===== src/rtl/jmp_pkg.sv =====
package jmp_pkg;

    localparam int unsigned WORD_W = 16;
    localparam int unsigned OFFS_W = 10;
    localparam int unsigned SEL_W  = 3;
    localparam int unsigned OPC_W  = 3;
    localparam int unsigned NCOND  = 1 << SEL_W;

    localparam logic [OPC_W-1:0] JMP_OPC = 3'b001;

    typedef enum logic [SEL_W-1:0] {
        C_ZCLR  = 3'd0,
        C_ZSET  = 3'd1,
        C_CCLR  = 3'd2,
        C_CSET  = 3'd3,
        C_NSET  = 3'd4,
        C_SGE   = 3'd5,
        C_SLT   = 3'd6,
        C_ALWAYS = 3'd7
    } cond_e;

    typedef struct packed {
        logic n;
        logic z;
        logic c;
        logic v;
    } flags_t;

    typedef struct packed {
        logic              is_jump;
        cond_e             cond;
        logic [OFFS_W-1:0] offs;
    } jdec_t;

    typedef struct packed {
        logic              is_jump;
        logic              taken;
        logic [WORD_W-1:0] npc;
    } jres_t;

    // Word offset -> sign-extended byte displacement
    function automatic logic [WORD_W-1:0] byte_disp(input logic [OFFS_W-1:0] offs);
        return {{(WORD_W-OFFS_W-1){offs[OFFS_W-1]}}, offs, 1'b0};
    endfunction

    function automatic logic cond_holds(input cond_e sel, input flags_t f);
        logic r;
        case (sel)
            C_ZCLR:   r = ~f.z;
            C_ZSET:   r =  f.z;
            C_CCLR:   r = ~f.c;
            C_CSET:   r =  f.c;
            C_NSET:   r =  f.n;
            C_SGE:    r = ~(f.n ^ f.v);
            C_SLT:    r =  (f.n ^ f.v);
            default:  r = 1'b1;
        endcase
        return r;
    endfunction

endpackage


===== src/rtl/jmp_decode.sv =====
module jmp_decode
    import jmp_pkg::*;
#(
    parameter int unsigned W  = WORD_W,
    parameter int unsigned OW = OFFS_W,
    parameter int unsigned SW = SEL_W,
    parameter int unsigned PW = OPC_W
) (
    input  logic [W-1:0] word,
    output jdec_t        dec
);
    localparam int unsigned OPC_LSB = W - PW;
    localparam int unsigned SEL_LSB = OW;

    always_comb begin
        dec.is_jump = (word[W-1:OPC_LSB] == JMP_OPC);
        dec.cond    = cond_e'(word[SEL_LSB +: SW]);
        dec.offs    = word[OW-1:0];
    end
endmodule


===== src/rtl/jmp_cond_eval.sv =====
module jmp_cond_eval
    import jmp_pkg::*;
#(
    parameter int unsigned SW = SEL_W
) (
    input  cond_e  sel,
    input  flags_t flags,
    output logic   hold
);
    localparam int unsigned N = 1 << SW;

    logic [N-1:0] hit;

    for (genvar k = 0; k < N; k++) begin : g_cond
        assign hit[k] = cond_holds(cond_e'(k), flags);
    end

    assign hold = hit[sel];
endmodule


===== src/rtl/jmp_target.sv =====
module jmp_target
    import jmp_pkg::*;
#(
    parameter int unsigned W  = WORD_W,
    parameter int unsigned OW = OFFS_W
) (
    input  logic [W-1:0]  pc,
    input  logic [OW-1:0] offs,
    input  logic          take,
    output logic [W-1:0]  npc
);
    logic [W-1:0] dest;

    assign dest = pc + byte_disp(offs);
    assign npc  = take ? dest : pc;
endmodule


===== src/rtl/jmp_unit.sv =====
module jmp_unit
    import jmp_pkg::*;
#(
    parameter int unsigned W  = WORD_W,
    parameter int unsigned OW = OFFS_W
) (
    input  logic         clk,
    input  logic         rst,
    input  logic [W-1:0] instr,
    input  logic [W-1:0] pc_in,
    input  logic         flag_n,
    input  logic         flag_z,
    input  logic         flag_c,
    input  logic         flag_v,
    output logic         is_jump,
    output logic         taken,
    output logic [W-1:0] next_pc
);
    jdec_t        dec;
    flags_t       fl;
    logic         hold;
    logic         take;
    logic [W-1:0] npc;
    jres_t        res_q;

    assign fl = '{n: flag_n, z: flag_z, c: flag_c, v: flag_v};

    jmp_decode #(.W(W), .OW(OW)) u_dec (
        .word (instr),
        .dec  (dec)
    );

    jmp_cond_eval u_eval (
        .sel   (dec.cond),
        .flags (fl),
        .hold  (hold)
    );

    assign take = dec.is_jump & hold;

    jmp_target #(.W(W), .OW(OW)) u_tgt (
        .pc   (pc_in),
        .offs (dec.offs),
        .take (take),
        .npc  (npc)
    );

    always_ff @(posedge clk) begin
        if (rst) begin
            res_q <= '0;
        end else begin
            res_q.is_jump <= dec.is_jump;
            res_q.taken   <= take;
            res_q.npc     <= npc;
        end
    end

    assign is_jump = res_q.is_jump;
    assign taken   = res_q.taken;
    assign next_pc = res_q.npc;
endmodule


===== config.mk =====
export PLATFORM = sky130hd
export DESIGN_NAME = jmp_unit
export DESIGN_NICKNAME = d
export VERILOG_FILES = /design/src/rtl/jmp_pkg.sv /design/src/rtl/jmp_decode.sv /design/src/rtl/jmp_cond_eval.sv /design/src/rtl/jmp_target.sv /design/src/rtl/jmp_unit.sv
export SDC_FILE = /design/constraint.sdc
export NUM_CORES = 1
export LEC_CHECK = 0
export BUFFER_PORTS_ARGS = -buffer_cell sky130_fd_sc_hd__buf_2
export CAP_MARGIN = 0
export CORE_UTILIZATION = 48
export CTS_CLUSTER_DIAMETER = 50
export DETAILED_ROUTE_END_ITERATION = 10
export GPL_ROUTABILITY_DRIVEN = 1
export PLACE_DENSITY = 0.8
export SYNTH_ARGS = -nofsm -noshare
export SYNTH_HDL_FRONTEND = slang
export SYNTH_HIERARCHICAL = 1
export SYNTH_SLANG_ARGS = --single-unit

===== constraint.sdc =====
create_clock -name clk -period 4.18 [get_ports clk]
set_input_delay 0.209 -clock clk [delete_from_list [all_inputs] [get_ports clk]]
set_output_delay 0.209 -clock clk [all_outputs]
set_load 0.02 [all_outputs]

==> summary.txt, run 1 <==
Route
  • Vias per cell: 5.16
  • Antenna Nets Post-Route: 0
  • WL final: about 3000 µm
  • DRT iter0 DRCs: 27
  • Avg WL per Cell: between 10 and 15 µm
  • Routed vias: between 1000 and 1500
  • First-pass detailed-route iteration total: 4
  • DRC viols: 0

STA
  • Crit share post-route: 56.5%
  • Final hold violation count: 0
  • Final setup margin: about 1.8 ns
  • Worst rel slew slack: between 40% and 50%
  • Worst Tran Pin Value: approximately 0.77 ns
  • Final Slew Violations: 0
  • Final setup viols: 0
  • Setup TNS: 0 ns
  • Post-layout min period: approximately 2.4 ns
  • Peak Freq: approximately 0.42 GHz
  • RSZ-0062 raised after global routing: no

Clock network
  • Clock Tree Buf Depth: 2
  • Post-CTS Hold Buffers: 0
  • CTS root buffer: clkbuf_4
  • Clk sinks: 18
  • H-Tree Depth: 1
  • Setup bufs post-CTS: 0
  • # resized after CTS: 0
  • Clock-pin slew on the worst setup and hold paths: 0.09 ns
  • CTS buffer count: 3
  • CTS tree: built

Setup path
  • Crit start category: primary input
  • Kind of end point of the critical path: flop
  • CP peak stage delay: 0.49 ns
  • Slowest cell on the critical path: a31oi_1
  • Worst-path cell chain: buf_2, ha_1, inv_1, fa_1, nor2b_1, o211ai_1, a31oi_1, a41oi_1, xnor2_1, mux2_2, and2b_2
  • Crit path required time: between 4 and 5 ns
  • CP max FO: 5
  • Crit path max-delay family: compound AO/OA/AOI/OAI gates
  • Bufs and invs on worst path: 2
  • Critical path class: in -> reg
  • WP data arrival: 2.54 ns

Finish
  • ANT cells: 0
  • Multi-input combinational cell area: between 1000 and 1500 µm²
  • Layout cells sized above 1: 40.9%
  • Sequential cell area: between 300 and 400 µm²
  • Post-layout utilization of the core: 59.1%
  • Post-layout nets: 269
  • FILL cells: 292
  • Commonest non-fill, non-tap cell in the layout: buf_2
  • Area Overhead vs Synth: 14.5%
  • Most frequent cells in the layout: 55 x buf_2, 18 x dfxtp_1, 16 x nor2b_1, 14 x ha_1, 11 x mux2_2

Die
  • Starting Density: between 50% and 60%
  • Row cnt: 20
  • Die Wd: 59.7 µm
  • Die Span Y: approximately 60 µm
  • Core ar.: 3100 µm²
  • IO Pins: 56
  • Die area: approximately 3600 µm²

Global route
  • Initial antenna violation count: 0
  • Largest net degree at the start of global routing: 19
  • GRT Residual Overflow: 0
  • Vias in the first global route: ~1200
  • First-pass GRT wire length: roughly 5000 µm
  • Total track usage: approximately 18%

Min path
  • Min-delay worst type: in -> reg

Logic synthesis
  • Area of the mapped netlist: 1600 µm²
  • Yosys cell types: just over 50
  • Synth async-reset ratio: 0%
  • #FFs+latches synth: 18
  • Mapped Cells: 175
  • Main synth FF type: dfxtp_1
  • Ys Warns: 6
  • Syn_area_per_cell: ~9.1 µm²
  • Syn Nets: between 200 and 250
  • Post-synth EDFFs: 0
  • Sequential cell area fraction in the yosys report: between 20% and 30%

Power and ir drop
  • Comb pwr share: about 39%
  • Pint: roughly 330 µW
  • Seq pwr share: 39.2%
  • Leak: about 0.00088 µW
  • Worst vdd ir: ~0.10 mV
  • Switch share: between 30% and 40%
  • Clock power share: between 20% and 30%
  • Psw: about 150 µW
  • PwrDens: around 260 nW/µm²

Outcome
  • Outcome: completed

Placement
  • HPWL after DPL: 2490 µm
  • Port bufs: 55
  • Final Wtd Congestion: between 0.8 and 0.9
  • Post-place setup slack: 1.57 ns

Run
  • # Max-Cap Violations: 0
[sequential cells by signal, indices dropped and copies added, names as in the netlist]
| name | count |
|---|---|
| is_jump | 1 |
| next_pc | 16 |
| taken | 1 |
[cells by family after synthesis]
kind of cell / count (synthesis) / synth area share [%]
and+or+nand+nor: 58 / 23.5
xor gates and xnor gates: 10 / 5.47
adders and majority gates: 15 / 12.2
muxes: 14 / 9.93
buffers and inverters: 24 / 9.54
AOI/OAI and AO/OA: 36 / 16.8
DFF: 18 / 22.5
[metrics by stage]
stage	cell area (µm²)	total power, µW	std cells	hold slack (ns)
2_1_floorplan	1600	333	175	0.400
3_3_place_gp	1800	370	255	0.437
3_5_place_dp	1800	373	255	0.440
4_1_cts	1830	476	259	0.143
5_1_grt	1830	503	259	0.147
6_report	1830	471	259	0.149
[Yosys cell counts (4+ instances only)]
cell type,n,area [µm²]
buf_4,14,105
a21oi_1,9,45.0
nor2b_1,16,100
nand2_1,9,33.8
and2b_2,8,70.1
dfxtp_1,18,360
nor2_1,4,15.0
ha_1,14,175
xnor2_1,10,87.6
inv_1,5,18.8
mux2_2,11,124
[area by class of cell]
cell class,instances,share of cell area (%)
multi-input cells,133,59.3
repair buffers,55,15.0
well taps,44,3.00
inverters,5,1.02
clock buffers,4,1.98
flip-flops and latches,18,19.7
[worst paths after layout]
path,from,endpoint,slack [ns],cells after the start
worst max-delay path,pc_in[1],next_pc[13],1.82,11
worst min-delay path,pc_in[0],next_pc[0],0.15,2
[power groups by stage]
stage | registers [µW] | clock network (µW) | logic [µW]
2_1_floorplan | 204 | 0 | 129
3_3_place_gp | 189 | 0 | 181
3_5_place_dp | 189 | 0 | 184
4_1_cts | 185 | 105 | 185
5_1_grt | 186 | 112 | 205
6_report | 185 | 102 | 185
[per-layer routing]
layer | share of wire (%) | global-route usage (%)
met4 | 0.63 | 5.98
met1 | 48 | 22.6
met2 | 46 | 31.4
met5 | 0 | 0
met3 | 5.9 | 1.73
No activity file was read; power rests on OpenSTA's default activity.
==> inputs of run 2 (changes only) <==
- CORE_UTILIZATION: 48 -> 45
- PLACE_DENSITY: 0.8 -> 0.79
- clock period: 4.18 -> 2.1 ns (I/O delays scaled with it)
==> summary.txt, run 2 (synthesis results as in run 1) <==
Clock network
  • CTS root buffer: clkbuf_4
  • Setup bufs post-CTS: 0
  • Clock-pin slew on the worst setup and hold paths: between 0.1 and 0.15 ns
  • Clk sinks: 18
  • # resized after CTS: 0
  • Clock Tree Buf Depth: 2
  • H-Tree Depth: 1
  • CTS buffer count: 3
  • Post-CTS Hold Buffers: 0
  • CTS tree: built

Placement
  • Placed instance count: 273
  • HPWL after DPL: 2650 µm
  • Final Wtd Congestion: 0.813
  • Post-place setup slack: -0.137 ns
  • Port bufs: 55

STA
  • Final setup margin: 0.184 ns
  • Worst Tran Pin Value: approximately 0.34 ns
  • Crit share post-route: between 90% and 100%
  • Post-layout min period: 1.92 ns
  • Worst rel slew slack: 77.5%
  • Peak Freq: roughly 0.52 GHz
  • RSZ-0062 raised after global routing: no
  • Final hold violation count: 0
  • Final hold slack: 0.0210 ns
  • Final Slew Violations: 0
  • Final setup viols: 0

Power and ir drop
  • PwrDens: between 500 and 600 nW/µm²
  • Leak: slightly below 0.001 µW
  • Seq pwr share: between 30% and 40%
  • Psw: about 320 µW
  • Pint: between 600 and 700 µW
  • Clock power share: between 20% and 30%
  • Worst vdd ir: around 0.34 mV
  • Switch share: between 30% and 40%
  • Comb pwr share: 40.4%

Finish
  • Post-layout instance count excluding filler cells: 277
  • Commonest non-fill, non-tap cell in the layout: buf_2
  • ANT cells: 0
  • Area Overhead vs Synth: 22.6%
  • Most frequent cells in the layout: 55 x buf_2, 18 x dfxtp_1, 16 x nor2b_1, 16 x buf_4, 14 x ha_1
  • Post-layout nets: 285
  • Layout cells sized above 1: roughly 45%
  • FILL cells: 330
  • Max FFs per register: 16

Global route
  • Initial antenna violation count: 0
  • Largest net degree at the start of global routing: 19
  • First-pass GRT wire length: about 5000 µm
  • GRT Residual Overflow: 0
  • Vias in the first global route: 1234
  • Total track usage: 18.2%

Route
  • First-pass detailed-route iteration total: 4
  • Routed vias: approximately 1400
  • DRT iter0 DRCs: 46
  • Antenna Nets Post-Route: 0
  • Avg WL per Cell: 11.7 µm
  • Vias per cell: just over 5
  • DRC viols: 0
  • WL final: around 3200 µm

Die
  • Die Span Y: a little over 60 µm
  • Row cnt: 21
  • IO Pins: 56
  • Die area: about 3800 µm²
  • Core ar.: around 3400 µm²
  • Starting Density: between 40% and 50%
  • Die Wd: 61.6 µm

Outcome
  • Outcome: completed

Setup path
  • CP max FO: 4
  • Crit start category: primary input
  • Kind of end point of the critical path: flop
  • Critical path class: in -> reg
  • Crit path required time: roughly 2.3 ns
  • WP data arrival: between 2 and 2.5 ns

Min path
  • Hold Crit Depth: 2
  • Min-delay worst type: in -> reg

Run
  • # Max-Cap Violations: 0
-- run 2: cell count changes in the layout (fill, tap and decap cells not counted) --
cell	delta
a31oi_1	-1
buf_4	+16
a31oi_2	+1
-- run 2: final cells by class --
type | instances | area [µm²] | share of cell area (%)
clock buffers | 4 | 36.3 | 1.85
repair buffers | 71 | 395 | 20.2
well taps | 46 | 57.6 | 2.93
multi-input cells | 133 | 1090 | 55.7
flip-flops and latches | 18 | 360 | 18.4
inverters | 5 | 18.8 | 0.957
-- run 2: layer usage --
| metal | vias up | share of wire [%] | GRT usage (%) |
|---|---|---|---|
| li1 | 729 | - | - |
| met1 | 660 | 47 | 24.0 |
| met2 | 37 | 48 | 29.8 |
| met3 | 2 | 4.1 | 3.78 |
| met4 | 0 | 0.80 | 5.08 |
| met5 | - | 0 | 0 |
-- run 2: power by group through the flow --
stage | logic, µW | registers, µW | clock network (µW)
detailed placement | 401 | 377 | 0
floorplan | 258 | 407 | 0
finish | 402 | 369 | 225
global placement | 391 | 376 | 0
CTS | 402 | 369 | 230
global route | 444 | 372 | 247
-- run 2: worst paths after layout --
path / start / endpoint / slack (ns)
setup / recovery: pc_in[1] / next_pc[13] / 0.18
hold / removal: pc_in[0] / next_pc[0] / 0.02
-- run 2: per-stage QoR --
step	utilization, %	TNS, ns	power, µW	cell area, µm²
floorplan	-	0	665	1610
global placement	57.3	-0.0520	767	1930
detailed placement	57.3	-0.283	778	1930
CTS	58.3	0	1000	1960
global route	58.3	0	1060	1960
finish	58.3	0	995	1960
-- run 2: worst max-delay path, stage by stage --
cell,delay [ns]
buf_2,0.09
ha_1,0.17
inv_1,0.06
fa_1,0.39
nor2b_1,0.18
o211ai_1,0.14
a31oi_2,0.24
a41oi_1,0.18
xnor2_1,0.15
mux2_2,0.26
and2b_2,0.18
